`config.mk`:
```
export PLATFORM = sky130hd
export DESIGN_NAME = pipe_drain_ctrl
export DESIGN_NICKNAME = d
export VERILOG_FILES = /design/src/rtl/pdc_pkg.sv /design/src/rtl/pdc_fetch_agent.sv /design/src/rtl/pdc_commit_agent.sv /design/src/rtl/pdc_ack_tally.sv /design/src/rtl/pipe_drain_ctrl.sv
export SDC_FILE = /design/constraint.sdc
export NUM_CORES = 1
export LEC_CHECK = 0
export BUFFER_PORTS_ARGS = -buffer_cell sky130_fd_sc_hd__buf_2
export CAP_MARGIN = 0
export CORE_UTILIZATION = 35
export CTS_BUF_LIST = sky130_fd_sc_hd__clkbuf_8
export DETAILED_ROUTE_END_ITERATION = 7
export GPL_TIMING_DRIVEN = 0
export PLACE_DENSITY = 0.65
export SLEW_MARGIN = 20
export SYNTH_ARGS = -nofsm -noshare
export SYNTH_HDL_FRONTEND = slang
export SYNTH_HIERARCHICAL = 1
export SYNTH_SLANG_ARGS = --single-unit
```
`constraint.sdc`:
```
create_clock -name clk -period 4.04 [get_ports clk]
set_input_delay 0.404 -clock clk [delete_from_list [all_inputs] [get_ports clk]]
set_output_delay 0.404 -clock clk [all_outputs]
set_load 0.01 [all_outputs]
```
`src/rtl/pdc_pkg.sv`:
```
package pdc_pkg;
  typedef enum logic [1:0] {
    ST_RUN     = 2'd0,
    ST_IDLE    = 2'd1,
    ST_DRAINED = 2'd2,
    ST_SWOUT   = 2'd3
  } core_state_t;
endpackage

```
`src/rtl/pdc_fetch_agent.sv`:
```
module pdc_fetch_agent (
  input  logic clk,
  input  logic rst,
  input  logic req,
  input  logic clr,
  input  logic resp_valid,
  output logic ack,
  output logic resp_keep,
  output logic line_req_allow
);
  logic hold_q;

  // Fetch has no in-flight state that must settle, so it acknowledges at once.
  assign ack = req;

  always_ff @(posedge clk) begin
    if (rst)      hold_q <= 1'b0;
    else if (clr) hold_q <= 1'b0;
    else if (req) hold_q <= 1'b1;
  end

  assign resp_keep      = resp_valid & ~hold_q;
  assign line_req_allow = ~hold_q;


  fetch_drop_chk: assert property (@(posedge clk) disable iff (rst)
    hold_q |-> (!resp_keep && !line_req_allow));
endmodule

```
`src/rtl/pdc_commit_agent.sv`:
```
module pdc_commit_agent (
  input  logic clk,
  input  logic rst,
  input  logic req,
  input  logic clr,
  input  logic rob_empty,
  input  logic stores_pending,
  output logic ack
);
  logic pend_q;
  logic quiet;

  assign quiet = rob_empty & ~stores_pending;
  assign ack   = (req | pend_q) & quiet & ~clr;

  always_ff @(posedge clk) begin
    if (rst)      pend_q <= 1'b0;
    else if (clr) pend_q <= 1'b0;
    else          pend_q <= (req | pend_q) & ~ack;
  end


  commit_quiet_chk: assert property (@(posedge clk) disable iff (rst)
    ack |-> (rob_empty && !stores_pending));
endmodule

```
`src/rtl/pdc_ack_tally.sv`:
```
module pdc_ack_tally #(
  parameter int NSTAGE = 5
) (
  input  logic              clk,
  input  logic              rst,
  input  logic              clr,
  input  logic              en,
  input  logic [NSTAGE-1:0] acks,
  output logic              reach
);
  localparam int CW = $clog2(NSTAGE + 1);

  logic [CW-1:0] cnt_q;
  logic [CW:0]   sum;

  always_comb begin
    sum = {1'b0, cnt_q};
    for (int i = 0; i < NSTAGE; i++) sum = sum + (CW+1)'(acks[i]);
  end

  assign reach = en && (sum == (CW+1)'(NSTAGE));

  always_ff @(posedge clk) begin
    if (rst || clr) cnt_q <= '0;
    else if (en)    cnt_q <= sum[CW-1:0];
  end


  no_overflow_chk: assert property (@(posedge clk) disable iff (rst)
    cnt_q <= CW'(NSTAGE));
endmodule

```
`src/rtl/pipe_drain_ctrl.sv`:
```
module pipe_drain_ctrl #(
  parameter int NSTAGE = 5
) (
  input  logic              clk,
  input  logic              rst,
  input  logic              drain_cmd,
  input  logic              resume_cmd,
  input  logic              switch_out_cmd,
  input  logic              sleep_cmd,
  input  logic              rob_empty,
  input  logic              stores_pending,
  input  logic              icache_resp_valid,
  output logic [NSTAGE-1:0] stage_drain_req,
  output logic              core_tick_en,
  output logic [1:0]        core_state,
  output logic              drain_done,
  output logic              flush_inflight,
  output logic              fetch_req_allow,
  output logic              icache_keep
);
  import pdc_pkg::*;

  localparam int FETCH_IDX  = 0;
  localparam int COMMIT_IDX = NSTAGE - 1;

  core_state_t       state_q;
  logic              tick_q, draining_q, req_q, done_q, flush_q;
  logic [NSTAGE-1:0] acks;
  logic              reach;
  logic              do_swout, do_resume, do_drain, do_sleep;

  // Command priority: switch-out, resume, drain start, completion, sleep.
  assign do_swout  = switch_out_cmd && (state_q == ST_DRAINED);
  assign do_resume = !do_swout && resume_cmd && (state_q != ST_SWOUT);
  assign do_drain  = !do_swout && !do_resume && drain_cmd && !draining_q &&
                     ((state_q == ST_RUN) || (state_q == ST_IDLE));
  assign do_sleep  = sleep_cmd && (state_q == ST_RUN) && !draining_q;

  pdc_fetch_agent u_fetch (
    .clk(clk), .rst(rst), .req(req_q), .clr(do_resume),
    .resp_valid(icache_resp_valid), .ack(acks[FETCH_IDX]),
    .resp_keep(icache_keep), .line_req_allow(fetch_req_allow)
  );

  generate
    for (genvar s = 1; s < COMMIT_IDX; s++) begin : g_mid
      assign acks[s] = req_q;
    end
  endgenerate

  pdc_commit_agent u_commit (
    .clk(clk), .rst(rst), .req(req_q), .clr(do_resume),
    .rob_empty(rob_empty), .stores_pending(stores_pending),
    .ack(acks[COMMIT_IDX])
  );

  pdc_ack_tally #(.NSTAGE(NSTAGE)) u_tally (
    .clk(clk), .rst(rst), .clr(do_drain), .en(draining_q),
    .acks(acks), .reach(reach)
  );

  always_ff @(posedge clk) begin
    if (rst) begin
      state_q    <= ST_RUN;
      tick_q     <= 1'b1;
      draining_q <= 1'b0;
      req_q      <= 1'b0;
      done_q     <= 1'b0;
      flush_q    <= 1'b0;
    end else begin
      req_q   <= 1'b0;
      done_q  <= 1'b0;
      flush_q <= 1'b0;
      if (do_swout) begin
        state_q <= ST_SWOUT;
        tick_q  <= 1'b0;
        flush_q <= 1'b1;
      end else if (do_resume) begin
        state_q    <= ST_RUN;
        tick_q     <= 1'b1;
        draining_q <= 1'b0;
      end else if (do_drain) begin
        state_q    <= ST_RUN;
        tick_q     <= 1'b1;
        draining_q <= 1'b1;
        req_q      <= 1'b1;
      end else if (reach) begin
        state_q    <= ST_DRAINED;
        tick_q     <= 1'b0;
        draining_q <= 1'b0;
        done_q     <= 1'b1;
      end else if (do_sleep) begin
        state_q <= ST_IDLE;
        tick_q  <= 1'b0;
      end
    end
  end

  assign stage_drain_req = {NSTAGE{req_q}};
  assign core_tick_en    = tick_q;
  assign core_state      = state_q;
  assign drain_done      = done_q;
  assign flush_inflight  = flush_q;


  done_pulse_chk: assert property (@(posedge clk) disable iff (rst)
    drain_done |=> !drain_done);

  done_state_chk: assert property (@(posedge clk) disable iff (rst)
    drain_done |-> (core_state == 2'd2 && !core_tick_en));

  swout_sticky_chk: assert property (@(posedge clk) disable iff (rst)
    (core_state == 2'd3) |=> (core_state == 2'd3 && !core_tick_en));

  flush_state_chk: assert property (@(posedge clk) disable iff (rst)
    flush_inflight |-> (core_state == 2'd3));
endmodule

```
==> impl_metrics.py <==
metrics = {
    "final_layout": {
        "nFillCells": 207,
        "drive_gt1_share_pct": 33.7,
        "seqCellArea_um2": 240,
        "antenna_cells": 0,
        "final_cell_area_um2": 943,
        "final_common_cell": "buf_2",
        "final_cell_mix": "buf_2 (20), dfxtp_1 (12), inv_1 (10), nor2_1 (7), buf_4 (6)",
        "area_growth_syn_to_layout_pct": 22.8,
        "fin_nets": 122,
        "multi_input_area_um2": 445,
        "final_cells": 131,
    },
    "grt": {
        "grt_max_degree": 13,
        "grt_pass1_vias": 538,
        "antenna_found_initial": 0,
        "overflow": 0,
        "grt_first_pass_wirelength_um": 2210,
        "track_usage_pct": 12.3,
    },
    "place": {
        "gp_congestion": 0.750,
        "placedInstanceArea_um2": 902,
        "dp.cells": 128,
        "numPortBuffers": 20,
        "dpl.hpwl_um": 998,
    },
    "die": {
        "core.rowCount": 16,
        "fp.dieW_um": 48.9,
        "io_pins": 21,
        "core_area_um2": 2020,
        "die_y_um": 48.9,
        "die-area_um2": 2390,
        "start_util_pct": 38.0,
    },
    "worst_setup_path": {
        "critPathBufInv": 4,
        "path_cells": "buf_4, fa_1, inv_1, fa_1, inv_1, ha_1, inv_1, fa_1, and3b_1, o211a_1, nand4bb_1, o21ba_1",
        "critical-path-top-delay-family": "adder cells",
        "cp.arrival_ps": 3530,
        "slowest_stage": "dfxtp_1",
        "critical-path-max-stage-delay_ps": 590,
        "cp-start-kind": "flop",
        "cp-end-kind": "flop",
        "critical_path.max_fanout": 11,
        "crit_required_ps": 4170,
        "worstSetupPathType": "reg2reg",
    },
    "power_and_ir_drop": {
        "p_per_area_nw_per_um2": 288,
        "vdd_drop_max_mv": 0.159,
        "p_total_uw": 271,
        "leakage_uw": 0.000459,
    },
    "status": {
        "outcome": "finished clean",
    },
    "detailed_routing": {
        "num_vias": 620,
        "routedWlPerCell_um": 9.55,
        "drt_iter0_markers": 4,
        "viasPerCell": 4.73,
        "routed_wirelength_um": 1250,
        "first_pass_iters": 2,
        "drtAntennaViolNets": 0,
        "drc": 0,
    },
    "sta": {
        "worst-slew-pin-transition_ps": 734,
        "fmax_mhz": 294,
        "hold_violations": 0,
        "worst_slew_margin_rel_pct": 50.4,
        "setup_tns_ps": 0,
        "hold_ws_ps": 462,
        "skew_ps": 1.50,
        "final-setup-viol-count": 0,
        "period_needed_ps": 3400,
        "period_share_pct": 84.1,
        "rsz0062_at_grt": "false",
        "finalMaxSlewViolations": 0,
    },
    "synthesis": {
        "yosysUniqueCellTypes": 35,
        "syn_nets": 97,
        "synthTopCellsByArea": "dfxtp_1 (31%), fa_1 (7.8%), ha_1 (6.5%), buf_4 (5.9%), inv_1 (4.9%)",
        "synthCells": 81,
        "yosys_warnings": 6,
        "ys_ff_latch": 12,
        "syn_area_um2": 768,
        "postSynthAreaPerCell_um2": 9.48,
        "ys_seq_area_share_pct": 31.3,
        "synth.largest_area_cell": "dfxtp_1",
        "synth_top_area_share_pct": 31.3,
    },
    "clock_tree": {
        "cts_resized": 0,
        "hold_buffers": 0,
        "post_cts_buffers": 0,
        "ctsHtreeMaxLevel": 1,
        "clk_latency_ps": 240,
        "cts_tree": "yes",
        "clk_pin_slew_worst_paths_ps": 50,
        "cts-root-buf": "clkbuf_8",
        "cts_buffers": 3,
        "clock_sinks": 12,
        "clockBufferDepth": 2,
    },
    "worst_hold_path": {
        "hold_class": "reg2reg",
    },
    "job": {
        "maxCapViolCount": 0,
    },
}
-- Yosys cell counts, drive strengths merged --
cell type and count:
a2111oi 1, a21boi 1, a21oi 3, a31o 1, and2 1, and2b 2, and3 1, and3b 1
and4b 1, buf 6, dfxtp 12, fa 3, ha 4, inv 10, mux2i 1, nand2 1
nand3b 1, nand4bb 1, nor2 7, nor2b 4, nor3 3, nor4b 2, o211a 1, o211ai 1
o21ai 5, o21ba 2, o21bai 2, o22ai 1, or2b 1, xnor2 1
-- final cells by class --
| cell class | instances | area share [%] |
|---|---|---|
| inverters | 10 | 3.98 |
| multi-input cells | 53 | 47.2 |
| repair buffers | 20 | 10.6 |
| plain buffers | 6 | 4.77 |
| flip-flops and latches | 12 | 25.5 |
| clock buffers | 3 | 4.38 |
| well taps | 27 | 3.58 |
-- tightest hold or removal path, stage by stage, from the launching register on --
cell     delay [ps]
dfxtp_1         310
inv_1            50
o21ai_1          60
-- through the flow --
step | setup WS (ps) | util (%)
5_1_grt | 390 | 46.7
2_1_floorplan | 887 | -
4_1_cts | 604 | 46.7
3_3_place_gp | 644 | 44.6
3_5_place_dp | 618 | 44.6
6_report | 642 | 46.7
-- cells by family (layout without fill, tap and decap cells) --
group                      after synthesis  count (layout)  synth area share [%]
AOI/OAI and AO/OA                       18              18                  17.8
and+or+nand+nor                         26              26                  23.5
buffers and inverters                   16              39                  10.7
xor gates and xnor gates                 1               1                  1.14
DFF                                     12              12                  31.3
adders and majority gates                7               7                  14.3
muxes                                    1               1                  1.30
-- flip-flops by register name, summed over array words and instances, names as in the netlist --
signal,cells
core_state,2
core_tick_en,1
drain_done,1
draining_q,1
flush_inflight,1
req_q,1
u_commit/pend_q,1
u_fetch/hold_q,1
u_tally/cnt_q,3
-- routing by layer --
layer	up-vias	wire length, um	part of all wire [%]	global-route usage [%]
li1	319	-	-	-
met1	282	592	47	14.2
met2	16	581	46	19.7
met3	3	62	5.0	4.98
met4	0	14	1.1	5.88
met5	-	0	0	0
-- report_power, final --
group / internal [uW] / switching, uW
logic: 20.5 / 19.0
clock network: 65.3 / 40.0
registers: 122 / 4.62
total: 208 / 63.6
-- final timing paths --
check	cells after the start	slack (ps)	endpoint	startpoint
setup / recovery	12	640	core_state[0]	req_q
hold / removal	2	460	core_tick_en	core_tick_en
setup reg to reg	12	640	core_state[0]	req_q
hold reg to reg	2	460	core_tick_en	core_tick_en
Power figures use the tool's default switching activity.
